$ cat src/rtl/gs_pkg.sv
package gs_pkg;

  typedef enum logic [1:0] {
    MODE_GATHER     = 2'b00,
    MODE_SCATTER    = 2'b01,
    MODE_STRIDE     = 2'b10,
    MODE_STRIDE_ALT = 2'b11
  } gsMode_e;

  // Strobes from control to datapath
  typedef struct packed {
    logic latchCmd;    // capture command, build pending-lane set
    logic latchLane;   // capture lane, address and store data
    logic retireLane;  // drop current lane from pending set
  } gsStrobe_t;

endpackage

$ cat src/rtl/gs_datapath.sv
module gs_datapath
  import gs_pkg::*;
#(
  parameter int LANES  = 64,
  parameter int ADDR_W = 16,
  parameter int DATA_W = 64,
  localparam int LANE_W = $clog2(LANES),
  localparam int VL_W   = $clog2(LANES + 1)
) (
  input  logic              clk,
  input  logic              rstN,
  input  gsStrobe_t         strobe,
  input  logic [1:0]        cmdMode,
  input  logic [ADDR_W-1:0] cmdBase,
  input  logic [ADDR_W-1:0] cmdStride,
  input  logic [VL_W-1:0]   cmdLen,
  input  logic [LANES-1:0]  cmdMask,
  input  logic              cmdWide,
  input  logic [ADDR_W-1:0] cmdLimit,
  output logic [LANE_W-1:0] vrLane,
  input  logic [ADDR_W-1:0] vrIdx,
  input  logic [DATA_W-1:0] vrSrc,
  output logic [LANE_W-1:0] vrWrLane,
  output logic [DATA_W-1:0] vrWrData,
  output logic              memWrite,
  output logic              memWide,
  output logic [ADDR_W-1:0] memAddr,
  output logic [DATA_W-1:0] memWdata,
  input  logic [DATA_W-1:0] memRdata,
  output logic [LANE_W-1:0] faultLane,
  output logic              pendEmpty,
  output logic              addrBad,
  output logic              isWrite
);

  localparam int HALF_W = DATA_W / 2;
  localparam int SUM_W  = ADDR_W + LANE_W + 1;

  logic [ADDR_W-1:0] baseQ, strideQ, limitQ, addrQ;
  logic              wideQ, writeQ, strideModeQ;
  logic [LANES-1:0]  pendQ, lenMask;
  logic [LANE_W-1:0] laneQ, laneNext;
  logic [DATA_W-1:0] dataQ;
  logic [SUM_W-1:0]  addrSum;

  for (genvar g = 0; g < LANES; g++) begin : gLen
    assign lenMask[g] = (VL_W'(g) < cmdLen);
  end

  function automatic logic [LANE_W-1:0] lowestSet(input logic [LANES-1:0] v);
    lowestSet = '0;
    for (int i = LANES - 1; i >= 0; i--)
      if (v[i]) lowestSet = LANE_W'(i);
  endfunction

  assign laneNext  = lowestSet(pendQ);
  assign pendEmpty = (pendQ == '0);

  always_comb begin
    if (strideModeQ) addrSum = SUM_W'(baseQ) + SUM_W'(laneNext) * SUM_W'(strideQ);
    else             addrSum = SUM_W'(baseQ) + SUM_W'(vrIdx);
  end
  assign addrBad = (addrSum >= SUM_W'(limitQ));

  always_ff @(posedge clk) begin
    if (!rstN) begin
      baseQ <= '0; strideQ <= '0; limitQ <= '0; addrQ <= '0;
      wideQ <= 1'b0; writeQ <= 1'b0; strideModeQ <= 1'b0;
      pendQ <= '0; laneQ <= '0; dataQ <= '0;
    end else begin
      if (strobe.latchCmd) begin
        baseQ       <= cmdBase;
        strideQ     <= cmdStride;
        limitQ      <= cmdLimit;
        wideQ       <= cmdWide;
        writeQ      <= (cmdMode == MODE_SCATTER);
        strideModeQ <= cmdMode[1];
        pendQ       <= cmdMask & lenMask;
      end
      if (strobe.latchLane) begin
        laneQ <= laneNext;
        addrQ <= addrSum[ADDR_W-1:0];
        dataQ <= wideQ ? vrSrc : {{HALF_W{1'b0}}, vrSrc[HALF_W-1:0]};
      end
      if (strobe.retireLane) pendQ[laneQ] <= 1'b0;
    end
  end

  assign vrLane    = laneNext;
  assign faultLane = laneNext;
  assign vrWrLane  = laneQ;
  assign vrWrData  = wideQ ? memRdata : {{HALF_W{1'b0}}, memRdata[HALF_W-1:0]};
  assign memWrite  = writeQ;
  assign memWide   = wideQ;
  assign memAddr   = addrQ;
  assign memWdata  = dataQ;
  assign isWrite   = writeQ;

endmodule

$ cat src/rtl/gs_control.sv
module gs_control
  import gs_pkg::*;
(
  input  logic      clk,
  input  logic      rstN,
  input  logic      cmdValid,
  output logic      cmdReady,
  input  logic      pendEmpty,
  input  logic      addrBad,
  input  logic      isWrite,
  output logic      memValid,
  input  logic      memReady,
  input  logic      memRvalid,
  output logic      vrWrEn,
  output logic      done,
  output logic      fault,
  output gsStrobe_t strobe
);

  typedef enum logic [1:0] {ST_IDLE, ST_PICK, ST_REQ, ST_WAIT} gsState_e;
  gsState_e stateQ, stateD;

  always_comb begin
    stateD   = stateQ;
    strobe   = '0;
    cmdReady = 1'b0;
    memValid = 1'b0;
    vrWrEn   = 1'b0;
    done     = 1'b0;
    fault    = 1'b0;
    unique case (stateQ)
      ST_IDLE: begin
        cmdReady = 1'b1;
        if (cmdValid) begin
          strobe.latchCmd = 1'b1;
          stateD = ST_PICK;
        end
      end
      ST_PICK: begin
        if (pendEmpty) begin
          done   = 1'b1;
          stateD = ST_IDLE;
        end else if (addrBad) begin
          done   = 1'b1;
          fault  = 1'b1;
          stateD = ST_IDLE;
        end else begin
          strobe.latchLane = 1'b1;
          stateD = ST_REQ;
        end
      end
      ST_REQ: begin
        memValid = 1'b1;
        if (memReady) begin
          if (isWrite) begin
            strobe.retireLane = 1'b1;
            stateD = ST_PICK;
          end else begin
            stateD = ST_WAIT;
          end
        end
      end
      ST_WAIT: begin
        if (memRvalid) begin
          vrWrEn = 1'b1;
          strobe.retireLane = 1'b1;
          stateD = ST_PICK;
        end
      end
      default: stateD = ST_IDLE;
    endcase
  end

  always_ff @(posedge clk) begin
    if (!rstN) stateQ <= ST_IDLE;
    else       stateQ <= stateD;
  end

endmodule

$ cat src/rtl/vec_gather_scatter.sv
module vec_gather_scatter
  import gs_pkg::*;
#(
  parameter int LANES  = 64,
  parameter int ADDR_W = 16,
  parameter int DATA_W = 64,
  localparam int LANE_W = $clog2(LANES),
  localparam int VL_W   = $clog2(LANES + 1)
) (
  input  logic              clk,
  input  logic              rstN,
  input  logic              cmdValid,
  output logic              cmdReady,
  input  logic [1:0]        cmdMode,
  input  logic [ADDR_W-1:0] cmdBase,
  input  logic [ADDR_W-1:0] cmdStride,
  input  logic [VL_W-1:0]   cmdLen,
  input  logic [LANES-1:0]  cmdMask,
  input  logic              cmdWide,
  input  logic [ADDR_W-1:0] cmdLimit,
  output logic [LANE_W-1:0] vrLane,
  input  logic [ADDR_W-1:0] vrIdx,
  input  logic [DATA_W-1:0] vrSrc,
  output logic              vrWrEn,
  output logic [LANE_W-1:0] vrWrLane,
  output logic [DATA_W-1:0] vrWrData,
  output logic              memValid,
  input  logic              memReady,
  output logic              memWrite,
  output logic              memWide,
  output logic [ADDR_W-1:0] memAddr,
  output logic [DATA_W-1:0] memWdata,
  input  logic              memRvalid,
  input  logic [DATA_W-1:0] memRdata,
  output logic              done,
  output logic              fault,
  output logic [LANE_W-1:0] faultLane
);

  gsStrobe_t strobe;
  logic      pendEmpty, addrBad, isWrite;

  gs_control u_ctrl (
    .clk(clk), .rstN(rstN), .cmdValid(cmdValid), .cmdReady(cmdReady),
    .pendEmpty(pendEmpty), .addrBad(addrBad), .isWrite(isWrite),
    .memValid(memValid), .memReady(memReady), .memRvalid(memRvalid),
    .vrWrEn(vrWrEn), .done(done), .fault(fault), .strobe(strobe)
  );

  gs_datapath #(.LANES(LANES), .ADDR_W(ADDR_W), .DATA_W(DATA_W)) u_dp (
    .clk(clk), .rstN(rstN), .strobe(strobe),
    .cmdMode(cmdMode), .cmdBase(cmdBase), .cmdStride(cmdStride), .cmdLen(cmdLen),
    .cmdMask(cmdMask), .cmdWide(cmdWide), .cmdLimit(cmdLimit),
    .vrLane(vrLane), .vrIdx(vrIdx), .vrSrc(vrSrc),
    .vrWrLane(vrWrLane), .vrWrData(vrWrData),
    .memWrite(memWrite), .memWide(memWide), .memAddr(memAddr), .memWdata(memWdata),
    .memRdata(memRdata), .faultLane(faultLane),
    .pendEmpty(pendEmpty), .addrBad(addrBad), .isWrite(isWrite)
  );

endmodule

$ cat config.mk
export PLATFORM = sky130hd
export DESIGN_NAME = vec_gather_scatter
export DESIGN_NICKNAME = d
export VERILOG_FILES = /design/src/rtl/gs_pkg.sv /design/src/rtl/gs_datapath.sv /design/src/rtl/gs_control.sv /design/src/rtl/vec_gather_scatter.sv
export SDC_FILE = /design/constraint.sdc
export NUM_CORES = 1
export LEC_CHECK = 0
export BUFFER_PORTS_ARGS = -buffer_cell sky130_fd_sc_hd__buf_2
export CAP_MARGIN = 20
export CORE_MARGIN = 2
export CORE_UTILIZATION = 48
export DETAILED_ROUTE_END_ITERATION = 12
export PLACE_DENSITY = 0.79
export SLEW_MARGIN = 20
export SYNTH_ARGS = -nofsm -noshare
export SYNTH_HDL_FRONTEND = slang
export SYNTH_HIERARCHICAL = 1
export SYNTH_SLANG_ARGS = --single-unit
$ cat constraint.sdc
create_clock -name clk -period 9.11 [get_ports clk]
set_input_delay 0.4555 -clock clk [delete_from_list [all_inputs] [get_ports clk]]
set_output_delay 0.4555 -clock clk [all_outputs]
set_load 0.05 [all_outputs]
After elaboration in Yosys (flattened, before gate mapping)
Cells that the tools add are included.

word-level totals
  bits in registers = 203
  latch bits = 0
  bits in writable memories = 0
  bits in read-only memories = 0
  input port bits = 271
  output and inout bits = 169
  logic and storage cells = 191
  memories kept = 0

cells by class
  $add $sub $neg = 2
  $mul = 1
  divide/modulo/power cells = 0
  magnitude comparators = 67
  equal/unequal tests = 7
  shift operators = 0
  multiplexer cells = 96
  bitwise gates (word level) = 3
  reductions and logical operators = 4

operator list
  cell                  count
  $mux W6               64
  $mux W64              5
  $lt A6 B7 Y1 const A  32
  $and A64 B64 Y64      2
  $lt A5 B7 Y1 const A  16
  $logic_not A64 Y1     1
  $not A64 Y64          1
  $lt A4 B7 Y1 const A  8
  $lt A3 B7 Y1 const A  4
  $add A16 B22 Y23      1
  $ge A23 B16 Y1        1
  $mux W23              1
  $mul A6 B16 Y22       1
  $add A16 B16 Y17      1
  $mux W1               17
  $lt A1 B7 Y1 const A  2
  $lt A2 B7 Y1 const A  2
  $mux W2               6
  $pmux W2 S4           1
  $lt A6 B7 Y1 const B  1
  $demux W1 S6          1
  $ge A6 B1 Y1 const B  1
  $ne A2 B2 Y1 const B  3
  $eq A2 B1 Y1 const B  2
  5 further kinds       6

Logic depth before layout (Yosys ltp)
Gate-level depths: netlist (run 1).

  depth in word-level cells = 71
  depth in mapped cells = 41
  gate-level depth less buffers = 37

Modules after synthesis
Netlist (run 1), hierarchy kept.

modules (own cells, without submodules)
  module       instances  cells an instance  area an instance (um^2)  sequential area each (um^2)
  gs_datapath  1          1643               13964.6                  4023.9
  gs_control   1          29                 256.5                    40.0

Least setup slack after synthesis (run 1)
OpenSTA, ideal clock, no wires.

  path kind = flip-flop to flip-flop
  start point = register u_dp.pendQ[11]
  end point = register u_dp.dataQ[14], in the netlist u_dp/memWdata[14]
  setup time = 0.128 ns
  arrival time = 8.452 ns
  data required time = 8.982 ns
  slack = 0.531 ns
  stages on the path, launching flop included = 35
  path buffers = 4
  period minus slack after synthesis = 8.579 ns
  cells stage by stage = dfxtp_1 > or4_1 > nor2_1 > nand3b_1 > nor2_2 > buf_2 > and2_1 > fa_1 > fa_1 > fa_1 > inv_1 > fa_1 > inv_1 > ha_1 > or4_1 > o21ai_0 > nand2_1 > a31oi_1 > xnor2_1 > nand2_1 > nand3_1 > ha_1 > o21ai_0 > nand2b_1 > a21oi_1 > a31oi_1 > or4_1 > a221oi_1 > a31oi_1 > nor3b_1 > clkbuf_1 > clkbuf_1 > clkbuf_1 > mux2i_1 > nor2_1

RTL lines
  item                    line               source
  from (decl)             gs_datapath.sv:41  logic [LANES-1:0] pendQ, lenMask;
  from (signal assigned)  gs_datapath.sv:78  pendQ <= cmdMask & lenMask;
  to (signal assigned)    gs_datapath.sv:83  dataQ <= wideQ ? vrSrc : {{HALF_W{1'b0}}, vrSrc[HALF_W-1:0]};
  to (decl)               gs_datapath.sv:43  logic [DATA_W-1:0] dataQ;

Worst setup path in the final report (run 1)
  start point = register u_dp.pendQ[60]
  end point = output fault

on the way
  word-level cells in the longest chain between the ends = 68
  elaborated cells on any way between the ends = 69
  classes of those cells = 1 x add/sub; 1 x mul; 1 x order compare; 65 x mux; 1 x reduce/logical

RTL lines
  item                    line                      source
  $mux W6 (61 in series)  gs_datapath.sv:53         if (v[i]) lowestSet = LANE_W'(i);
  $mul A6 B16 Y22         gs_datapath.sv:60         if (strideModeQ) addrSum = SUM_W'(baseQ) + SUM_W'(laneNext) * SUM_W'(strideQ);
  $add A16 B22 Y23        gs_datapath.sv:60
  $mux W23                gs_datapath.sv:60
  net u_dp.addrSum[14]    gs_datapath.sv:44         logic [SUM_W-1:0] addrSum;
  $ge A23 B16 Y1          gs_datapath.sv:63         assign addrBad = (addrSum >= SUM_W'(limitQ));
  net addrBad             vec_gather_scatter.sv:41  logic pendEmpty, addrBad, isWrite;
  $mux W1                 gs_control.sv:43          end else if (addrBad) begin
  $mux W1                 gs_control.sv:40          if (pendEmpty) begin
  $mux W1                 gs_control.sv:31          unique case (stateQ)
  to (decl)               vec_gather_scatter.sv:36  output logic fault,

The timed path passes the listed nets, and every way through them passes these cells.

==> run summary, run 1 <==
Async set-reset flop share out of synthesis -> 0%
Most frequent CP cell -> fa_1
Final hold slack -> 0.1622 ns
Initial antenna violation count -> 3
Post-layout util -> 58.08%
CORE AREA -> 29400 um2
Final setup viols -> 0
Placed cells -> 2325
Initial DRC Count -> 1150
Largest net degree at the start of global routing -> 97
Setup CP Type -> reg -> out
Root Driver -> clkbuf_16
Critical path required time -> 8.65 ns
Pleak -> 7.905 nW
Most frequent cells in the layout -> buf_2 (374), dfxtp_1 (202), nor2_1 (189)
GRT Overall Usage -> 27.12%
Area Overhead vs Synth -> 20.09%
Clock Path Buffers -> 3
Mux cell area share after synthesis -> 6.414%
Critical path's slowest cell -> or4_4
YS warnings -> 6
Compound-cell area share of the yosys netlist -> 19.51%
Std-Cell Rows -> 63
Slew headroom -> 26.44%
Final ANT Viol Nets -> 0
Worst path arrival time -> 8.48 ns
Post-Synth Adder-Cell Area -> 17.21%
Syn Inst Count -> 1672
Drt pass-1 iters -> 6
Hold Path Class -> in -> reg
Cell variety after synth -> 81
H-tree levels -> 1
TritonCTS Buffers -> 23
Port Buffers -> 375
Xor/xnor cell area share of the yosys netlist -> 1.355%
Status -> completed
Routed wire per std cell -> 18.76 um
Worst skew pair latency -> 0.53 ns
Simple-gate share of the synthesized area -> 19.23%
Fin cells -> 2374
Critical path launch point type -> flop
Largest family of logic cells by synthesized area -> compound AO/OA/AOI/OAI gates
TritonCTS clock tree -> yes
First-pass GRT wire length -> 67340 um
Drt total wl -> 44540 um
Routed via count -> 13.64k
Avg Synthesized Cell Area -> 8.505 um2
Number of global-route vias before repair -> 12.87k
Via density -> 5.745
Total gr overflow -> 0
Crit-path max FO -> 5
Cell Area, Synth -> 14220 um2
Total Power -> 3.023 mW
Final Cycle Share -> 98.07%
DRC viols -> 0
Detailed placer's ending HPWL -> 33810 um
Clock Skews -> 0.01469 ns
Post-synth EDFFs -> 0
Seq/Total Area, Yosys -> 28.58%
Routability Congestion -> 0.9707
Most common cell after layout, fill and taps aside -> buf_2
Final Hold Viols -> 0
R2r setup slk -> 0.34 ns
Die area -> 31020 um2
Fmax -> 111.9 MHz
Fin. max-slew vios -> 0
Clock Sink Count -> 203
Worst slew pin tran -> 1.103 ns
Post-CTS Hold Fix Bufs -> 0
Max incr delay on CP -> 0.56 ns
Die Span Y -> 176.1 um
Clk pin slew, worst setup/hold paths -> 0.06 ns
Initial Util -> 48.37%
Nets -> 2390
Worst Setup End Kind -> primary output
Most used flip-flop cell after synthesis -> dfxtp_1
Worst vdd ir -> 147.3 uV
P per Cell Area -> 177.0 nW/um2
Syn_nets -> 2096
Layout cell share with drive strength beyond 1 -> 25.63%
Count of state elements after synthesis -> 203
Min cycle time layout -> 8.934 ns
Ports -> 440
Die W -> 176.1 um
Max-cap violations -> 0
metrics by stage:
step | TNS [ns] | cell area (um2) | setup slack [ns]
final | 0 | 17080 | 0.1757
after floorplan | 0 | 14220 | 0.5305
after detailed placement | 0 | 16120 | 0.2466
after global routing | -0.2052 | 17080 | -0.1035
after global placement | 0 | 16120 | 0.3348
after CTS | 0 | 16860 | 0.004404
worst paths after layout:
path | from | to | cells past startpoint
worst max-delay path | u_dp/pendQ[60] | fault | 32
worst max register to register | u_dp/pendQ[60] | u_dp/memWdata[41] | 36
worst min-delay path | vrSrc[10] | u_dp/memWdata[10] | 3
worst min register to register | u_dp/memWdata[1] | u_dp/memWdata[1] | 2
registers in the layout (all words and copies together), names as in the netlist:
signal,cells
u_dp/memWdata,64
u_dp/pendQ,64
u_dp/baseQ,16
u_dp/limitQ,16
u_dp/memAddr,16
u_dp/strideQ,16
u_dp/vrWrLane,6
u_ctrl/stateQ,2
u_dp/isWrite,1
u_dp/memWide,1
u_dp/strideModeQ,1
power breakdown:
group / leakage, nW / internal (mW) / switching (mW)
registers: 1.66 / 0.961 / 0.0781
clock network: 0.350 / 0.528 / 0.374
logic: 5.89 / 0.400 / 0.682
synthesized netlist by cell type (7+ instances only):
| library cell | n | area, um2 |
|---|---|---|
| a211oi_1 | 10 | 75.07 |
| a21o_1 | 10 | 75.07 |
| a21oi_1 | 106 | 530.5 |
| a22oi_1 | 32 | 240.2 |
| a31oi_1 | 8 | 50.05 |
| and2_1 | 86 | 538.0 |
| and2_2 | 9 | 67.56 |
| and2_4 | 10 | 87.58 |
| and3_1 | 7 | 43.79 |
| buf_1 | 10 | 37.54 |
| buf_4 | 40 | 300.3 |
| clkbuf_1 | 75 | 281.5 |
| dfxtp_1 | 203 | 4064 |
| fa_1 | 71 | 1421 |
| ha_1 | 82 | 1026 |
| inv_1 | 115 | 431.7 |
| mux2i_1 | 90 | 900.9 |
| nand2_1 | 103 | 386.6 |
| nand2b_1 | 22 | 137.6 |
| nand3_1 | 16 | 80.08 |
| nand3b_1 | 7 | 52.55 |
| nor2_1 | 190 | 713.2 |
| nor2b_1 | 20 | 125.1 |
| nor3_1 | 21 | 105.1 |
| nor4_1 | 10 | 62.56 |
| o211ai_1 | 34 | 255.2 |
| o21a_1 | 12 | 90.09 |
| o21ai_0 | 84 | 420.4 |
| o221ai_1 | 40 | 350.3 |
| o31ai_1 | 7 | 52.55 |
| or2_2 | 7 | 43.79 |
| or4_1 | 7 | 52.55 |
| xnor2_1 | 13 | 113.9 |
| xor2_1 | 9 | 78.83 |
cell type report:
type / instances / area (um2)
fillers: 2605 / 12320
multi-input cells: 1222 / 9245
flip-flops and latches: 203 / 4065
repair buffers: 399 / 2113
clock buffers: 37 / 668.1
well taps: 390 / 488.0
inverters: 117 / 444.2
clock inverters: 4 / 48.80
diodes: 2 / 5.005
worst max-delay path: cells and delay by family, from the launching register on:
kind | cells | cell delay, ns
adder cells (fa/ha/maj) | 6 | 2.60
AO/OA/AOI/OAI | 13 | 2.36
AND/OR/NAND/NOR | 7 | 1.85
buffers and inverters | 5 | 0.65
flip-flops | 1 | 0.35
XOR/XNOR | 1 | 0.15
repair_timing:
action,in CTS,in global routing
gates resized for setup,4,39
pin swaps,2,11
endpoints found under the setup margin,2,89
endpoints found under the hold margin,0,0
buffers inserted,0,6
kinds of logic (layout without fill, tap and decap cells):
kind of cell,count (synthesis),count (layout)
buffers and inverters,247,557
AOI/OAI and AO/OA,411,411
and+or+nand+nor,545,545
muxes,91,91
adders and majority gates,153,153
DFF,203,203
xor gates and xnor gates,22,22
other,0,2
routing by layer:
layer / up-vias / track usage, % / part of all wire (%)
li1: 6387 / - / -
met1: 6438 / 33.74 / 39
met2: 702 / 47.45 / 49
met3: 111 / 4.522 / 8.5
met4: 0 / 9.470 / 3.4
met5: - / 0 / 0
No activity file was read; power rests on OpenSTA's default activity.
==> run 2, diff against run 1 <==
--- a/config.mk
+++ b/config.mk
@@ -10,9 +10,9 @@
 export CORE_MARGIN = 2
 export CORE_UTILIZATION = 48
 export DETAILED_ROUTE_END_ITERATION = 12
-export PLACE_DENSITY = 0.79
+export PLACE_DENSITY = 0.78
+export SETUP_SLACK_MARGIN = 0.5
 export SLEW_MARGIN = 20
 export SYNTH_ARGS = -nofsm -noshare
 export SYNTH_HDL_FRONTEND = slang
-export SYNTH_HIERARCHICAL = 1
 export SYNTH_SLANG_ARGS = --single-unit
==> run summary, run 2 <==
Most frequent cells in the layout -> buf_2 (372), nand2_1 (365), dfxtp_1 (196)
Slew headroom -> 27.97% (+1.5 points)
Async set-reset flop share out of synthesis -> 0% (unchanged)
Critical path's slowest cell -> fa_1
Area Overhead vs Synth -> 24.88%
Pleak -> 8.096 nW (+2.4%)
Die W -> 178.8 um (+1.5%)
First-pass GRT wire length -> 81190 um (+21%)
R2r startpoint -> u_dp.pendQ[22]
Final Hold Viols -> 0 (unchanged)
Drt pass-1 iters -> 8 (+2)
Max-cap violations -> 0 (unchanged)
Setup TNS -> 0 ns (unchanged)
Most frequent CP cell -> fa_1
Number of global-route vias before repair -> 14.05k (+9.2%)
Via density -> 5.830 (+1.5%)
Share of the synthesized area in the top cell type -> 27.70% (-0.87 points)
Initial Util -> 48.34% (about the same)
Max incr delay on CP -> 0.55 ns (about the same)
Critical path launch point type -> flop
YS warnings -> 0 (-6)
Initial antenna violation count -> 5 (+2)
Commonest cells in the netlist -> nand2_1 (370), dfxtp_1 (203), a21oi_1 (142)
Launch point of the worst hold path -> cmdLimit[15]
Total Power -> 3.369 mW (+11%)
Top-count cell post-synth -> nand2_1
Cell variety after synth -> 67 (-17%)
Routed via count -> 15.15k (+11%)
Nets -> 2607 (+9.1%)
Std-Cell Rows -> 64 (+1.6%)
Worst Setup End Kind -> primary output
Drt total wl -> 55230 um (+24%)
TritonCTS clock tree -> yes
Clk pin slew, worst setup/hold paths -> 0.06 ns (about the same)
Leading area contributor after synthesis -> dfxtp_1
Worst vdd ir -> 157.0 uV (+6.6%)
Syn Inst Count -> 1873 (+12%)
Most used flip-flop cell after synthesis -> dfxtp_1
Initial DRC Count -> 1550 (+35%)
Fin cells -> 2599 (+9.5%)
Seq/Total Area, Yosys -> 27.70% (-0.87 points)
Port Buffers -> 375 (unchanged)
TritonCTS Buffers -> 24 (+4.3%)
Fin. max-slew vios -> 0 (unchanged)
Top post-synthesis cells by area -> dfxtp_1 (28%), fa_1 (9.7%), nand2_1 (9.5%), ha_1 (6.9%), mux2i_1 (5.7%)
Final ANT Viol Nets -> 0 (unchanged)
Die Span Y -> 178.8 um (+1.5%)
P per Cell Area -> 183.9 nW/um2 (+3.9%)
Root Driver -> clkbuf_16
H-tree levels -> 1 (unchanged)
Avg Synthesized Cell Area -> 7.833 um2 (-7.9%)
Status -> completed
Routability Congestion -> 1.019 (+5.0%)
Setup CP Type -> reg -> out
Clock Skews -> 0.01062 ns (-0.004079 ns)
GRT Overall Usage -> 32.90% (+5.8 points)
Most common cell after layout, fill and taps aside -> buf_2
Layout cell share with drive strength beyond 1 -> 26.27% (+0.64 points)
Ports -> 440 (unchanged)
Clock Sink Count -> 203 (unchanged)
Worst path arrival time -> 8.08 ns (-0.40 ns)
Final setup viols -> 0 (unchanged)
Critical path required time -> 8.65 ns (about the same)
Count of state elements after synthesis -> 203 (unchanged)
Placed cells -> 2527 (+8.7%)
Hold Path Class -> in -> reg
Syn_nets -> 2296 (+9.5%)
Post-synth EDFFs -> 0 (unchanged)
Crit-path max FO -> 6 (+1)
Worst skew pair latency -> 0.54 ns (about the same)
Detailed placer's ending HPWL -> 42030 um (+24%)
Largest net degree at the start of global routing -> 138 (+42%)
Clock Path Buffers -> 3 (unchanged)
Final Cycle Share -> 93.73% (-4.3 points)
Final hold slack -> 0.1533 ns (-0.008908 ns)
Worst slew pin tran -> 1.080 ns (-0.02295 ns)
DRC viols -> 0 (unchanged)
Die area -> 31980 um2 (+3.1%)
Fmax -> 117.1 MHz (+4.6%)
Cell Area, Synth -> 14670 um2 (+3.2%)
Min cycle time layout -> 8.539 ns (-0.3953 ns)
CP startpoint -> u_dp.pendQ[22]
Total gr overflow -> 0 (unchanged)
Setup repair after global routing missed its margin -> yes
CORE AREA -> 30350 um2 (+3.2%)
Routed wire per std cell -> 21.25 um (+13%)
==> run 2: cell types whose count changed after synthesis, moves of 20 or more <==
| cell | delta |
|---|---|
| nand3_1 | +34 |
| a22oi_1 | -31 |
| nor2_1 | -78 |
| o221ai_1 | -34 |
| nand2_1 | +267 |
| a21oi_1 | +36 |
| and2_1 | +20 |
==> run 2: report_power, final <==
part / internal (mW) / switching, mW
registers: 0.957 / 0.0824
logic: 0.512 / 0.830
clock network: 0.586 / 0.401
==> run 2: cells by family after synthesis <==
family          synth area share [%]
simple gates                   23.49
compound gates                 17.30
buf+inv                        7.770
flops                          27.70
fa+ha+maj                      16.60
mux                            5.885
xor+xnor                       1.254
==> run 2: per-layer routing <==
metal	part of all wire (%)	GRT usage, %	up-vias
met2	46	52.96	733
met3	9.5	8.694	136
met4	3.4	11.28	2
met5	0.020	0	-
met1	42	42.64	7277
li1	-	-	7005
==> run 2: final timing paths <==
| kind | to | slack (ns) | depth (start not counted) |
|---|---|---|---|
| worst max register to register | u_dp.memWdata[59] | 1.12 | 32 |
| worst min-delay path | u_dp.limitQ[15] | 0.15 | 3 |
| worst min register to register | u_dp.memWdata[16] | 0.45 | 2 |
| worst max-delay path | done | 0.57 | 31 |
==> run 2: layout make-up <==
| cell class | instances | area (um2) |
|---|---|---|
| clock buffer | 30 | 643.1 |
| tap | 396 | 495.5 |
| multi-input combinational | 1422 | 10210 |
| timing repair buffer | 423 | 2316 |
| sequential | 203 | 4075 |
| inverter | 110 | 412.9 |
| clock inverter | 12 | 156.4 |
| antenna | 3 | 7.507 |
| fill | 2760 | 12030 |
==> run 2: worst max-delay path: cells and delay by family, from the launching register on <==
family / cells / cell delay, ns
compound gates: 14 / 2.85
fa+ha+maj: 6 / 2.61
simple gates: 7 / 1.20
flops: 1 / 0.35
buf+inv: 3 / 0.35
xor+xnor: 1 / 0.16
==> run 2: timing repair <==
item                       CTS  global route
setup endpoints to repair   87            47
resized for setup           46           102
pin swaps                   18            61
hold buffers                 0             0
gates cloned                 2             0
buffers inserted            13            12
==> run 2: metrics by stage <==
stage               setup slack (ns)  area (um2)  utilization (%)
floorplan                     0.6618       14680                -
global placement              0.4198       16570            54.58
detailed placement            0.1197       16570            54.58
CTS                           0.5063       17680            58.24
global route                  0.2833       18320            60.36
finish                        0.5710       18320            60.36
==> run 3, diff against run 2 <==
--- a/config.mk
+++ b/config.mk
@@ -11,6 +11,7 @@
 export CORE_UTILIZATION = 48
 export DETAILED_ROUTE_END_ITERATION = 12
 export PLACE_DENSITY = 0.78
+export REMOVE_ABC_BUFFERS = 1
 export SETUP_SLACK_MARGIN = 0.5
 export SLEW_MARGIN = 20
 export SYNTH_ARGS = -nofsm -noshare
==> run summary, run 3 (synthesized netlist as in run 2, its figures left out) <==
Status -> completed
Clock Sink Count -> 203 (unchanged)
Final ANT Viol Nets -> 0 (unchanged)
Most common cell after layout, fill and taps aside -> buf_2
Std-Cell Rows -> 64 (unchanged)
Clock Path Buffers -> 3 (unchanged)
Max-cap violations -> 0 (unchanged)
Total Power -> 3.239 mW (-3.9%)
Die Span Y -> 178.8 um (unchanged)
Worst skew pair latency -> 0.53 ns (about the same)
Routability Congestion -> 0.9488 (-6.9%)
Initial Util -> 48.34% (unchanged)
Worst vdd ir -> 127.4 uV (-19%)
Worst slew pin tran -> 1.049 ns (-0.03109 ns)
Clk pin slew, worst setup/hold paths -> 0.06 ns (about the same)
Critical path required time -> 8.65 ns (about the same)
Final Cycle Share -> 93.08% (-0.65 points)
Hold Path Class -> in -> reg
Die W -> 178.8 um (unchanged)
Dpl ws -> 0.2660 ns (+0.1463 ns)
Final setup viols -> 0 (unchanged)
Worst Setup End Kind -> primary output
Max incr delay on CP -> 0.54 ns (about the same)
Drt total wl -> 46650 um (-16%)
Via density -> 5.651 (-3.1%)
Delay-heaviest family, CP -> adder cells
Setup repair after global routing missed its margin -> yes
Pleak -> 7.993 nW (-1.3%)
Most frequent cells in the layout -> buf_2 (372), nand2_1 (366), dfxtp_1 (199)
Final WS setup -> 0.6302 ns (+0.05922 ns)
Placed cells -> 2521 (-0.24%)
Total gr overflow -> 0 (unchanged)
Detailed placer's ending HPWL -> 34830 um (-17%)
Largest net degree at the start of global routing -> 109 (-21%)
CORE AREA -> 30350 um2 (unchanged)
Root Driver -> clkbuf_16
Number of global-route vias before repair -> 13.60k (-3.2%)
Crit-path max FO -> 6 (unchanged)
DRC viols -> 0 (unchanged)
Port Buffers -> 375 (unchanged)
Most frequent CP cell -> fa_1
First-pass GRT wire length -> 70570 um (-13%)
CP Buf/Inv Count -> 4 (+1)
TritonCTS Buffers -> 23 (-4.2%)
Slew headroom -> 29.09% (+1.1 points)
Layout cell share with drive strength beyond 1 -> 24.68% (-1.6 points)
GRT Overall Usage -> 27.53% (-5.4 points)
Routed via count -> 14.61k (-3.6%)
Ports -> 440 (unchanged)
Initial DRC Count -> 1119 (-28%)
Initial antenna violation count -> 0 (-5)
Fmax -> 117.9 MHz (+0.70%)
Critical path launch point type -> flop
Min cycle time layout -> 8.480 ns (-0.05922 ns)
Area Overhead vs Synth -> 22.23%
Critical path's slowest cell -> fa_1
Routed wire per std cell -> 18.05 um (-15%)
TritonCTS clock tree -> yes
Setup TNS -> 0 ns (unchanged)
Die area -> 31980 um2 (unchanged)
Fin. max-slew vios -> 0 (unchanged)
Nets -> 2595 (-0.46%)
Setup CP Type -> reg -> out
Post-layout util -> 59.08% (-1.3 points)
P per Cell Area -> 180.6 nW/um2 (-1.8%)
Final Hold Viols -> 0 (unchanged)
Post-CTS Hold Fix Bufs -> 0 (unchanged)
H-tree levels -> 1 (unchanged)
Worst path arrival time -> 8.02 ns (-0.06 ns)
Fin cells -> 2585 (-0.54%)
Drt pass-1 iters -> 5 (-3)
Clock Skews -> 0.02263 ns (+0.01201 ns)
## run 3: layer usage
metal  vias up  global-route usage, %  part of all wire, %
li1       6974                      -                    -
met1      6856                  35.42                   41
met2       687                  46.39                   48
met3        90                  5.428                  8.6
met4         2                  8.232                  2.6
met5         -                  2.083                 0.12
## run 3: cell type report
class / count / area, um2
clock inverter: 10 / 125.1
inverter: 110 / 412.9
tap: 396 / 495.5
sequential: 203 / 4071
clock buffer: 31 / 665.6
fill: 2782 / 12420
multi-input combinational: 1420 / 9942
timing repair buffer: 414 / 2216
antenna: 1 / 2.502
## run 3: worst reg2reg max path, delay by kind of cell, from the launching register on
family                     cells  cell delay (ns)
and+or+nand+nor                8             1.48
muxes                          1             0.27
AOI/OAI and AO/OA             12             2.41
xor gates and xnor gates       1             0.17
DFF                            1             0.36
adders and majority gates      6             2.71
buffers and inverters          4             0.64
## run 3: report_power, final
group	total, mW	internal (mW)	switching (mW)
Clock	0.972	0.574	0.398
Sequential	1.03	0.956	0.0764
Combinational	1.23	0.469	0.765
## run 3: path summary, 6_finish.rpt
path	from	to	slack, ns	cells past startpoint
max	u_dp.pendQ[56]	done	0.63	32
min	cmdBase[4]	u_dp.baseQ[4]	0.16	3
max reg2reg	u_dp.pendQ[56]	u_dp.memWdata[27]	0.99	32
min reg2reg	u_dp.memWdata[18]	u_dp.memWdata[18]	0.45	2
## run 3: repair_timing
action,4_1_cts,5_1_grt
buffers inserted,12,10
hold endpoints to repair,0,0
setup endpoints to repair,88,78
cloned,0,0
resized for setup,49,54
pin swaps,28,38
## run 3: metrics by stage
stage | cell area (um2) | hold slack [ns]
4_1_cts | 17570 | 0.1415
3_5_place_dp | 16490 | 0.4467
2_1_floorplan | 13940 | 0.4363
3_3_place_gp | 16490 | 0.4384
6_report | 17930 | 0.1632
5_1_grt | 17930 | 0.1552
